===== src/rtl/pwrseq_pkg.sv =====
package pwrseq_pkg;

   typedef enum logic [1:0] {
      PS_D0U = 2'b00,
      PS_D0A = 2'b01,
      PS_D3  = 2'b10,
      PS_RST = 2'b11
   } pstate_e;

endpackage


===== src/rtl/pwrseq_sync.sv =====
module pwrseq_sync #(
   parameter int STAGES    = 2,
   parameter bit RESET_VAL = 1'b0
) (
   input  logic clk_i,
   input  logic arst_i,
   input  logic d_i,
   output logic q_o
);

   logic [STAGES-1:0] chain_q;

   generate
      if (STAGES < 2) begin : g_bad_stages
         $error("pwrseq_sync: STAGES must be at least 2");
      end
      for (genvar s = 0; s < STAGES; s++) begin : g_stage
         if (s == 0) begin : g_first
            always_ff @(posedge clk_i or posedge arst_i) begin
               if (arst_i) chain_q[0] <= RESET_VAL;
               else        chain_q[0] <= d_i;
            end
         end else begin : g_next
            always_ff @(posedge clk_i or posedge arst_i) begin
               if (arst_i) chain_q[s] <= RESET_VAL;
               else        chain_q[s] <= chain_q[s-1];
            end
         end
      end
   endgenerate

   assign q_o = chain_q[STAGES-1];

endmodule


===== src/rtl/pwrseq_quiet.sv =====
module pwrseq_quiet #(
   parameter int NUM_FUNC = 2
) (
   input  logic [NUM_FUNC-1:0] wake_en_i,
   input  logic                mng_en_i,
   output logic                quiet_o
);

   logic [NUM_FUNC:0] any_q;

   generate
      if (NUM_FUNC < 1) begin : g_bad_func
         $error("pwrseq_quiet: NUM_FUNC must be at least 1");
      end
   endgenerate

   assign any_q[0] = mng_en_i;
   for (genvar f = 0; f < NUM_FUNC; f++) begin : g_or
      assign any_q[f+1] = any_q[f] | wake_en_i[f];
   end

   assign quiet_o = ~any_q[NUM_FUNC];

endmodule


===== src/rtl/pwrseq_fsm.sv =====
module pwrseq_fsm
   import pwrseq_pkg::*;
(
   input  logic       clk_i,
   input  logic       arst_i,
   input  logic       pin_s_i,
   input  logic       pg_i,
   input  logic       sw_act_i,
   input  logic       sw_d3_i,
   input  logic       quiet_i,
   output logic [1:0] state_o,
   output logic       dis_o,
   output logic       keep_o
);

   pstate_e st_q, st_nxt;
   logic    pin_d_q;
   logic    pg_d_q;
   logic    dis_q;
   logic    pin_rise;
   logic    pg_rise;

   assign pin_rise = pin_s_i & ~pin_d_q;
   assign pg_rise  = pg_i & ~pg_d_q;

   always_comb begin
      st_nxt = st_q;
      if (pg_rise) begin
         st_nxt = PS_RST;
      end else if (st_q == PS_RST) begin
         if (pin_rise) st_nxt = PS_D0U;
      end else if (!pin_s_i) begin
         st_nxt = PS_RST;
      end else begin
         case (st_q)
            PS_D0U:  if (sw_act_i) st_nxt = PS_D0A;
            PS_D0A:  if (sw_d3_i)  st_nxt = PS_D3;
            PS_D3:   if (sw_act_i) st_nxt = PS_D0U;
            default: st_nxt = st_q;
         endcase
      end
   end

   always_ff @(posedge clk_i or posedge arst_i) begin
      if (arst_i) begin
         st_q    <= PS_RST;
         pin_d_q <= 1'b0;
         pg_d_q  <= 1'b0;
         dis_q   <= 1'b0;
      end else begin
         st_q    <= st_nxt;
         pin_d_q <= pin_s_i;
         pg_d_q  <= pg_i;
         dis_q   <= (st_nxt == PS_RST) && quiet_i;
      end
   end

   assign state_o = st_q;
   assign dis_o   = dis_q;
   assign keep_o  = (st_q == PS_RST);

endmodule


===== src/rtl/pwr_state_seq.sv =====
module pwr_state_seq #(
   parameter int NUM_FUNC    = 2,
   parameter int SYNC_STAGES = 2
) (
   input  logic                clk_i,
   input  logic                por_i,
   input  logic                pwr_good_i,
   input  logic                plat_rst_n_i,
   input  logic [NUM_FUNC-1:0] wake_en_i,
   input  logic                mng_en_i,
   input  logic                sw_to_active_i,
   input  logic                sw_to_d3_i,
   output logic [1:0]          state_o,
   output logic                dis_mode_o,
   output logic                wake_keep_o
);

   logic pin_sync;
   logic all_quiet;

   pwrseq_sync #(
      .STAGES    (SYNC_STAGES),
      .RESET_VAL (1'b0)
   ) u_pin_sync (
      .clk_i  (clk_i),
      .arst_i (por_i),
      .d_i    (plat_rst_n_i),
      .q_o    (pin_sync)
   );

   pwrseq_quiet #(
      .NUM_FUNC (NUM_FUNC)
   ) u_quiet (
      .wake_en_i (wake_en_i),
      .mng_en_i  (mng_en_i),
      .quiet_o   (all_quiet)
   );

   pwrseq_fsm u_fsm (
      .clk_i    (clk_i),
      .arst_i   (por_i),
      .pin_s_i  (pin_sync),
      .pg_i     (pwr_good_i),
      .sw_act_i (sw_to_active_i),
      .sw_d3_i  (sw_to_d3_i),
      .quiet_i  (all_quiet),
      .state_o  (state_o),
      .dis_o    (dis_mode_o),
      .keep_o   (wake_keep_o)
   );

endmodule


===== config.mk =====
export PLATFORM = sky130hd
export DESIGN_NAME = pwr_state_seq
export DESIGN_NICKNAME = d
export VERILOG_FILES = /design/src/rtl/pwrseq_pkg.sv /design/src/rtl/pwrseq_sync.sv /design/src/rtl/pwrseq_quiet.sv /design/src/rtl/pwrseq_fsm.sv /design/src/rtl/pwr_state_seq.sv
export SDC_FILE = /design/constraint.sdc
export NUM_CORES = 1
export LEC_CHECK = 0
export BUFFER_PORTS_ARGS = -buffer_cell sky130_fd_sc_hd__clkbuf_2
export CORE_AREA = 2 2 39 41
export DETAILED_ROUTE_END_ITERATION = 12
export DIE_AREA = 0 0 41 43
export PLACE_DENSITY = 0.51
export RECOVER_POWER = 100
export SLEW_MARGIN = 30
export SYNTH_ARGS = -nofsm -noshare
export SYNTH_HDL_FRONTEND = slang
export SYNTH_SLANG_ARGS = --single-unit

===== constraint.sdc =====
create_clock -name clk_i -period 2.1 [get_ports clk_i]
set_input_delay 0.42 -clock clk_i [delete_from_list [all_inputs] [get_ports clk_i]]
set_output_delay 0.42 -clock clk_i [all_outputs]
set_load 0.01 [all_outputs]

==> flow_summary.toml, run 1 <==
[drt]
vias_per_cell = 3.75
route.detailed.drc = 0
avgRoutedWirePerCell_um = 9.35
num_vias = 214
dr.pass1.iters = 2
final_antenna_net_count = 0
drt_iter0_drc = 2
drt_wl_total_um = 533

[grt]
grt_use_met3_pct = 3.14
antenna_found_initial = 0
grt_max_degree = 8
grt_pass1_wl_um = 903
met2_usage_pct = 10.6
busiest_layer = "met2"
grt-ovfl-total = 0
gr-usage-met1_pct = 10.3
track_usage_pct = 8.42
grt_pass1_vias = 237

[sta]
timing.slew.headroom_pct = 82.3
fin_skew_ns = 0.00304
setup_viol = 0
hold_violations = 0
finalCritPeriodShare_pct = 78.7
rsz0062_at_grt = "no"
min_period_ns = 1.65
final_max_slew_viol_count = 0
worst_slew_pin_slew_ns = 0.266
tns_ns = 0
max_clock_freq_mhz = 605

[flow_run]
cap_violations = 0

[clocking]
postCtsSetupBuffers = 0
htree_levels = 1
cts_tree = "built"
clkTransAtPathRegs_ns = 0.05
cts-resized-gates = 0
clk_latency_ns = 0.25
numCtsBuffers = 3
cts.sinks = 7
root_buffer = "clkbuf_4"
hold_buffers = 0
cts_buffer_depth = 2

[power_and_ir_drop]
combPwrFrac_pct = 30.2
peakVddDrop_mv = 0.309
p_clk_share_pct = 26.0
power_density_nw_per_um2 = 1190
p_leak_nw = 0.180
swShare_pct = 32.6
switchingPower_mw = 0.148
internal_power_mw = 0.306
seqPwrFrac_pct = 43.7

[floorplan]
die_w_um = 41
fp.coreArea_um2 = 1380
row_count = 14
start_util_pct = 20.3
dieArea_um2 = 1760
die_y_um = 43
design.portCount = 13

[finish]
final_area_um2 = 380
nets = 51
layout-drive-gt1-share_pct = 31.7
insertedDiodeCount = 0
fill_cells = 149
area_growth_syn_to_layout_pct = 35.1

[critical_path]
path_class = "register to output port"
cp.required_ns = 1.68
cpPeakStageDelay_ns = 0.60
crit_path_end_kind = "output port"
crit_slowest_cell = "dfstp_1"
path_cells = "and2_0, clkbuf_1"
crit_path_start_kind = "register"
crit_fanout = 7
cp.arrival_ns = 1.23

[placed_design]
portBuffers = 12
hpwlAfterDp_um = 416
finalWeightedCongestion = 0.616
place_area_um2 = 362

[logic_synthesis]
postSynthAreaPerCell_um2 = 11.3
netlist_area_um2 = 282
synth.net_count = 34
yosys_warnings = 0
netlist_instances = 25
synth_cell_type_count = 15
synth_seq_cells = 7
ys_seq_area_share_pct = 63.1

[min_path]
min_path_type = "input port to asynchronous set/reset pin"

[run_status]
status = "complete, no violations"
==> worst paths after layout <==
path / endpoint / cells past startpoint / slack (ns) / from
worst max-delay path: wake_keep_o / 2 / 0.45 / u_fsm.state_o[0]
worst min-delay path: u_fsm.dis_o / 2 / 0.08 / por_i
worst max register to register: u_fsm.state_o[1] / 3 / 0.79 / u_fsm.state_o[0]
worst min register to register: u_pin_sync.q_o / 0 / 0.34 / u_pin_sync.chain_q[0]
max in group asynchronous: u_fsm.state_o[1] / 2 / 1.76 / por_i
min in group clk_i: u_pin_sync.chain_q[0] / 1 / 0.28 / plat_rst_n_i
==> sequential cells by signal, summed over array words and instances, names as in the netlist <==
| register | flops |
|---|---|
| u_fsm.dis_o | 1 |
| u_fsm.pg_d_q | 1 |
| u_fsm.pin_d_q | 1 |
| u_fsm.state_o | 2 |
| u_pin_sync.chain_q | 1 |
| u_pin_sync.q_o | 1 |
==> metal layers <==
metal  up-vias  wire (um)
li1        116          -
met2        12        218
met3         0         60
met4         0          0
met5         -          0
met1        86        254
==> area by class of cell <==
type                            count  area, um^2  area share [%]
Clock buffer                        4        26.3            6.91
Timing Repair Buffer               12        55.1            14.5
Tap cell                           16        20.0            5.26
Inverter                            2        7.51            1.97
Sequential cell                     7         178            46.7
Multi-Input combinational cell     16        93.8            24.7
==> cell families (layout without fill, tap and decap cells) <==
logic type | count (synthesis) | in the layout | synth area share [%]
compound gates | 7 | 7 | 16.0
simple gates | 9 | 9 | 18.2
buf+inv | 2 | 18 | 2.67
flops | 7 | 7 | 63.1
==> worst max-delay path: cells and delay by family (launching register included) <==
kind          cells  cell delay, ns
simple gates      1            0.22
buf+inv           1            0.17
flops             1            0.60
==> cell usage in the layout (no fill, tap or decap), drive strengths merged <==
master / instances
a21o: 1
a21oi: 2
a22o: 1
and2: 2
clkbuf: 16
dfrtp: 5
dfstp: 2
inv: 2
nand2: 1
nand2b: 2
nor2: 2
nor3: 1
o21a: 1
o21ai: 2
or3: 1
==> cell usage after synthesis <==
library cell / number / area, um^2
and2_4: 1 / 8.76
o21a_1: 1 / 7.51
nor3_1: 1 / 5.00
a21oi_1: 2 / 10.0
and2_2: 1 / 7.51
dfstp_2: 2 / 52.6
a22o_1: 1 / 8.76
dfrtp_1: 5 / 125
nor2_1: 2 / 7.51
inv_1: 2 / 7.51
or3_1: 1 / 6.26
a21o_2: 1 / 8.76
nand2_1: 1 / 3.75
o21ai_0: 2 / 10.0
nand2b_1: 2 / 12.5
==> power by group through the flow <==
stage / logic [mW] / clock network [mW] / registers [mW]
after floorplan: 0.0927 / 0 / 0.214
after detailed placement: 0.158 / 0 / 0.208
after global routing: 0.161 / 0.131 / 0.202
after global placement: 0.159 / 0 / 0.207
after CTS: 0.160 / 0.124 / 0.206
final: 0.137 / 0.118 / 0.198
==> per-stage QoR <==
step | setup slack, ns | total power [mW] | hold WS [ns] | cells | util (%)
6_report | 0.448 | 0.454 | 0.0756 | 57 | 27.5
5_1_grt | 0.348 | 0.495 | 0.0969 | 57 | 27.5
4_1_cts | 0.567 | 0.490 | 0.0855 | 57 | 28.0
3_5_place_dp | 0.838 | 0.366 | 0.338 | 53 | 26.1
3_3_place_gp | 0.851 | 0.366 | 0.333 | 53 | 26.1
2_1_floorplan | 0.908 | 0.306 | 0.222 | 25 | -
Power figures use the tool's default switching activity.
==> run 2: changes to the inputs <==
--- a/config.mk
+++ b/config.mk
@@ -5,11 +5,12 @@
 export SDC_FILE = /design/constraint.sdc
 export NUM_CORES = 1
 export LEC_CHECK = 0
+export ABC_AREA = 1
 export BUFFER_PORTS_ARGS = -buffer_cell sky130_fd_sc_hd__clkbuf_2
 export CORE_AREA = 2 2 39 41
 export DETAILED_ROUTE_END_ITERATION = 12
 export DIE_AREA = 0 0 41 43
-export PLACE_DENSITY = 0.51
+export PLACE_DENSITY = 0.54
 export RECOVER_POWER = 100
 export SLEW_MARGIN = 30
 export SYNTH_ARGS = -nofsm -noshare
==> constraint.sdc (replaced) <==
create_clock -name clk_i -period 1.6 [get_ports clk_i]
set_input_delay 0.32 -clock clk_i [delete_from_list [all_inputs] [get_ports clk_i]]
set_output_delay 0.32 -clock clk_i [all_outputs]
set_load 0.01 [all_outputs]
==> run 2 against run 1 <==
Compared with the run above: combinational power increased by 40%; clock power up 32%; flip-flop and latch count unchanged; final cell count is 18% higher; worst setup slack worse by 0.28 ns; register-to-register slack got worse by 0.35 ns; non-clock buffer count is 1 higher; largest power group unchanged.
==> flow_summary.toml, run 2 <==
[run_status]
status = "complete, no violations"

[logic_synthesis]
synth_ff_type = "dfrtp_1"
synth_seq_cells = 7
synthArstFlopShare_pct = 100
synth.top_cells.by_area = "dfrtp_1, dfstp_2, inv_1"
synth_edf_count = 0
postSynthAreaPerCell_um2 = 9.13
synth_cell_type_count = 13
yosys.area.top_type = "dfrtp_1"
synth.net_count = 43
synth_top_area_share_pct = 40.3
netlist_area_um2 = 310
yosys_warnings = 0
synth_commonest_cells = "inv_1, nand2_1, dfrtp_1"
netlist_instances = 34
ys_seq_area_share_pct = 57.3

[sta]
setup_ws_ns = 0.163
holdWs_ns = 0.178
max_clock_freq_mhz = 696
min_period_ns = 1.44
timing.slew.headroom_pct = 83.4
tns_ns = 0
worst_slew_pin_slew_ns = 0.249
hold_violations = 0
fin_skew_ns = 0.00434
final_max_slew_viol_count = 0
rsz0062_at_grt = "no"
setup_viol = 0
finalCritPeriodShare_pct = 89.8

[floorplan]
design.portCount = 13
fp.coreArea_um2 = 1380
die_y_um = 43
row_count = 14
dieArea_um2 = 1760
start_util_pct = 22.4
die_w_um = 41

[min_path]
hold_path_depth = 1
hp-start = "plat_rst_n_i"
min_to = "u_pin_sync.chain_q[0]"
min_path_type = "input port to register"

[grt]
antenna_found_initial = 0
grt_max_degree = 8
grt_pass1_wl_um = 648
grt-ovfl-total = 0
track_usage_pct = 5.91
grt_pass1_vias = 173

[finish]
nets = 61
final_common_cell = "clkbuf_2"
final_cells = 67
layout-drive-gt1-share_pct = 37.3
largest_reg_flops = 2
insertedDiodeCount = 0
area_growth_syn_to_layout_pct = 35.9
layout_common_cells = "clkbuf_2, inv_1, nand2_1"
fill_cells = 152

[clocking]
clk_latency_ns = 0.25
hold_buffers = 1
cts-resized-gates = 0
postCtsSetupBuffers = 0
root_buffer = "clkbuf_4"
cts.sinks = 7
numCtsBuffers = 3
htree_levels = 1
clkTransAtPathRegs_ns = 0.05
cts_buffer_depth = 2
cts_tree = "built"

[placed_design]
pre_cts_slack_ns = 0.455
portBuffers = 12
hpwlAfterDp_um = 410
finalWeightedCongestion = 0.668
dp.cells = 62

[critical_path]
path_cells = "nand2_2, inv_2, clkbuf_2"
cp.required_ns = 1.28
path_class = "register to output port"
cp.arrival_ns = 1.12
cpPeakStageDelay_ns = 0.59
crit_buf_inv = 2
ff2ff_path_depth = 5
crit_path_end_kind = "output port"
r2r_setup_slack_ns = 0.44
worst_r2r_endpoint = "u_fsm.dis_o"
crit_slowest_cell = "dfstp_1"
r2r-start = "u_fsm.state_o[0]"
critPathTopFamily = "flip-flops"
crit_path_start_kind = "register"
crit_fanout = 5

[drt]
route.detailed.drc = 0
avgRoutedWirePerCell_um = 7.31
vias_per_cell = 3.55
dr.pass1.iters = 2
num_vias = 238
final_antenna_net_count = 0
drt_wl_total_um = 490
drt_iter0_drc = 1

[power_and_ir_drop]
p_leak_nw = 0.228
peakVddDrop_mv = 0.579
power_mw = 0.599
power_density_nw_per_um2 = 1420

[flow_run]
cap_violations = 0
-- run 2: cell count changes in the layout (fill, tap and decap cells not counted), sizes merged, moves of 2 or more --
cell,change
nand2,+8
inv,+7
nand3,+3
and2,-2
nand2b,-2
-- run 2: cell type report --
class	count	area, um^2	area share (%)
timing repair buffer	13	65.1	15.4
tap	16	20.0	4.75
sequential	7	178	42.1
clock buffer	4	26.3	6.23
inverter	9	33.8	8.01
multi-input combinational	18	98.8	23.4
-- run 2: worst max-delay path by stage --
stage / endpoint / depth (start not counted) / start
floorplan: u_fsm.dis_o / 5 / u_fsm.state_o[0]
global placement: wake_keep_o / 3 / u_fsm.state_o[0]
detailed placement: wake_keep_o / 3 / u_fsm.state_o[0]
CTS: wake_keep_o / 3 / u_fsm.state_o[0]
global route: wake_keep_o / 3 / u_fsm.state_o[0]
finish: wake_keep_o / 3 / u_fsm.state_o[0]
-- run 2: worst register-to-register path: stages, from the launching register on --
cell and delay [ns]:
dfstp_1 0.59, inv_1 0.06, nand3_1 0.08, nand3_1 0.07, a21oi_1 0.19, nor2_1 0.06
-- run 2: logic make-up after synthesis --
kind of cell | synth area share, %
flops | 57.3
compound gates | 6.05
simple gates | 25.8
buf+inv | 10.9
-- run 2: power by group --
group / total, mW / internal, mW / switching, mW
Clock: 0.156 / 0.0949 / 0.0610
Combinational: 0.192 / 0.0751 / 0.117
Sequential: 0.251 / 0.221 / 0.0301
-- run 2: through the flow --
step           cell area (um^2)  util, %
4_1_cts                     427     30.8
2_1_floorplan               310        -
6_report                    422     30.5
3_3_place_gp                390     28.2
3_5_place_dp                390     28.2
5_1_grt                     422     30.5
-- run 2: routing by layer --
metal | GRT usage (%) | routed length, um | share of wire [%] | vias to the layer above
met5 | 0 | 0 | 0 | -
met4 | 0 | 0 | 0 | 0
met2 | 7.19 | 180 | 37 | 13
met3 | 6.28 | 51 | 10 | 0
li1 | - | - | - | 133
met1 | 7.74 | 257 | 52 | 92
==> run 3: changes to the inputs <==
--- a/config.mk
+++ b/config.mk
@@ -12,6 +12,7 @@
 export DIE_AREA = 0 0 41 43
 export PLACE_DENSITY = 0.54
 export RECOVER_POWER = 100
+export SETUP_SLACK_MARGIN = 0.4
 export SLEW_MARGIN = 30
 export SYNTH_ARGS = -nofsm -noshare
 export SYNTH_HDL_FRONTEND = slang
==> run 3 against run 2 <==
Compared with the run above: cell area rose by 10%; worst setup slack improved by 0.060 ns; sequential power fell by 8%; global-route usage rose by 1.1 points; non-clock buffer count rose by 4; worst hold slack barely moved; sequential share of layout area fell by 4.0 points.
==> flow_summary.toml, run 3 (synthesis results as in run 2) <==
[run_status]
status = "complete, no violations"

[critical_path]
cp.required_ns = 1.28
path_class = "register to output port"
crit_path_start_kind = "register"
cp.arrival_ns = 1.06
crit_fanout = 2
crit_path_end_kind = "output port"

[sta]
final_max_slew_viol_count = 0
fin_skew_ns = 0.00440
tns_ns = 0
rsz0062_at_grt = "yes"
setup_viol = 0
timing.slew.headroom_pct = 83.4
min_period_ns = 1.38
max_clock_freq_mhz = 726
hold_violations = 0
setup_ws_ns = 0.223
worst_slew_pin_slew_ns = 0.249
holdWs_ns = 0.178
finalCritPeriodShare_pct = 86.0

[finish]
seq_area_um2 = 178
area_growth_syn_to_layout_pct = 50.0
fill_cells = 152
largest_reg_flops = 2
final_util_pct = 33.6
final_area_um2 = 465
final_cells = 71
insertedDiodeCount = 0
layout-drive-gt1-share_pct = 41.8
final_common_cell = "nand2_1"
nets = 65
layout_common_cells = "nand2_1, inv_1, clkbuf_2"
multi_input_area_um2 = 106

[floorplan]
die_w_um = 41
row_count = 14
die_y_um = 43
start_util_pct = 22.4
design.portCount = 13
fp.coreArea_um2 = 1380
dieArea_um2 = 1760

[power_and_ir_drop]
power_mw = 0.693
p_leak_nw = 0.251
power_density_nw_per_um2 = 1490
peakVddDrop_mv = 0.610

[clocking]
root_buffer = "clkbuf_4"
htree_levels = 1
cts_buffer_depth = 2
cts.sinks = 7
cts_tree = "built"
clkTransAtPathRegs_ns = 0.05
clk_latency_ns = 0.25
numCtsBuffers = 3

[drt]
route.detailed.drc = 0
final_antenna_net_count = 0
num_vias = 254
avgRoutedWirePerCell_um = 8.07
dr.pass1.iters = 2
drt_wl_total_um = 573
drt_iter0_drc = 2
vias_per_cell = 3.58

[flow_run]
cap_violations = 0

[placed_design]
place_area_um2 = 390
portBuffers = 12
hpwlAfterDp_um = 410
pre_cts_slack_ns = 0.455
finalWeightedCongestion = 0.668
dp.cells = 62

[grt]
grt_pass1_wl_um = 772
grt_pass1_vias = 209
grt_max_degree = 8
track_usage_pct = 7.03
antenna_found_initial = 0
grt-ovfl-total = 0

[min_path]
min_path_type = "input port to register"
-- run 3: cell count changes in the layout (fill, tap and decap cells not counted), sizes merged --
cell | before | now
buf | 0 | 5
clkbuf | 16 | 15
-- run 3: power by group --
part / internal (mW) / total [mW] / switching [mW]
Sequential: 0.216 / 0.231 / 0.0147
Clock: 0.0949 / 0.156 / 0.0611
Combinational: 0.148 / 0.306 / 0.158
Total: 0.459 / 0.693 / 0.233
-- run 3: area by class of cell --
cell class / instances / area share, %
Timing Repair Buffer: 17 / 21.8
Clock buffer: 4 / 5.65
Tap cell: 16 / 4.30
Multi-Input combinational cell: 18 / 22.8
Sequential cell: 7 / 38.2
Inverter: 9 / 7.26
-- run 3: what timing repair did --
item                       CTS  global route
setup endpoints to repair    3             5
pin swaps                    1             3
buffers inserted             4             0
hold endpoints to repair     5             0
hold buffers                 1             0
resized for setup            0             9
gates cloned                 0             0
-- run 3: path summary, 6_finish.rpt --
path | startpoint | endpoint | slack (ns) | cells after the start
max | u_fsm.state_o[0] | state_o[0] | 0.22 | 2
min | plat_rst_n_i | u_pin_sync.chain_q[0] | 0.18 | 1
max reg2reg | u_fsm.state_o[0] | u_fsm.dis_o | 0.27 | 7
min reg2reg | u_pin_sync.chain_q[0] | u_pin_sync.q_o | 0.36 | 0
max in group asynchronous | por_i | u_fsm.state_o[1] | 0.82 | 3
min in group asynchronous | por_i | u_pin_sync.chain_q[0] | 0.51 | 3
-- run 3: critical path: stages (launching register included) --
cell and delay (ns):
dfstp_1 0.52, clkbuf_1 0.13, clkbuf_1 0.16
-- run 3: metal layers --
layer | part of all wire [%] | GRT usage [%] | up-vias
met5 | 0 | 0 | -
met4 | 0 | 0 | 0
met3 | 8.0 | 6.28 | 0
met2 | 44 | 10.0 | 13
met1 | 48 | 8.42 | 100
li1 | - | - | 141
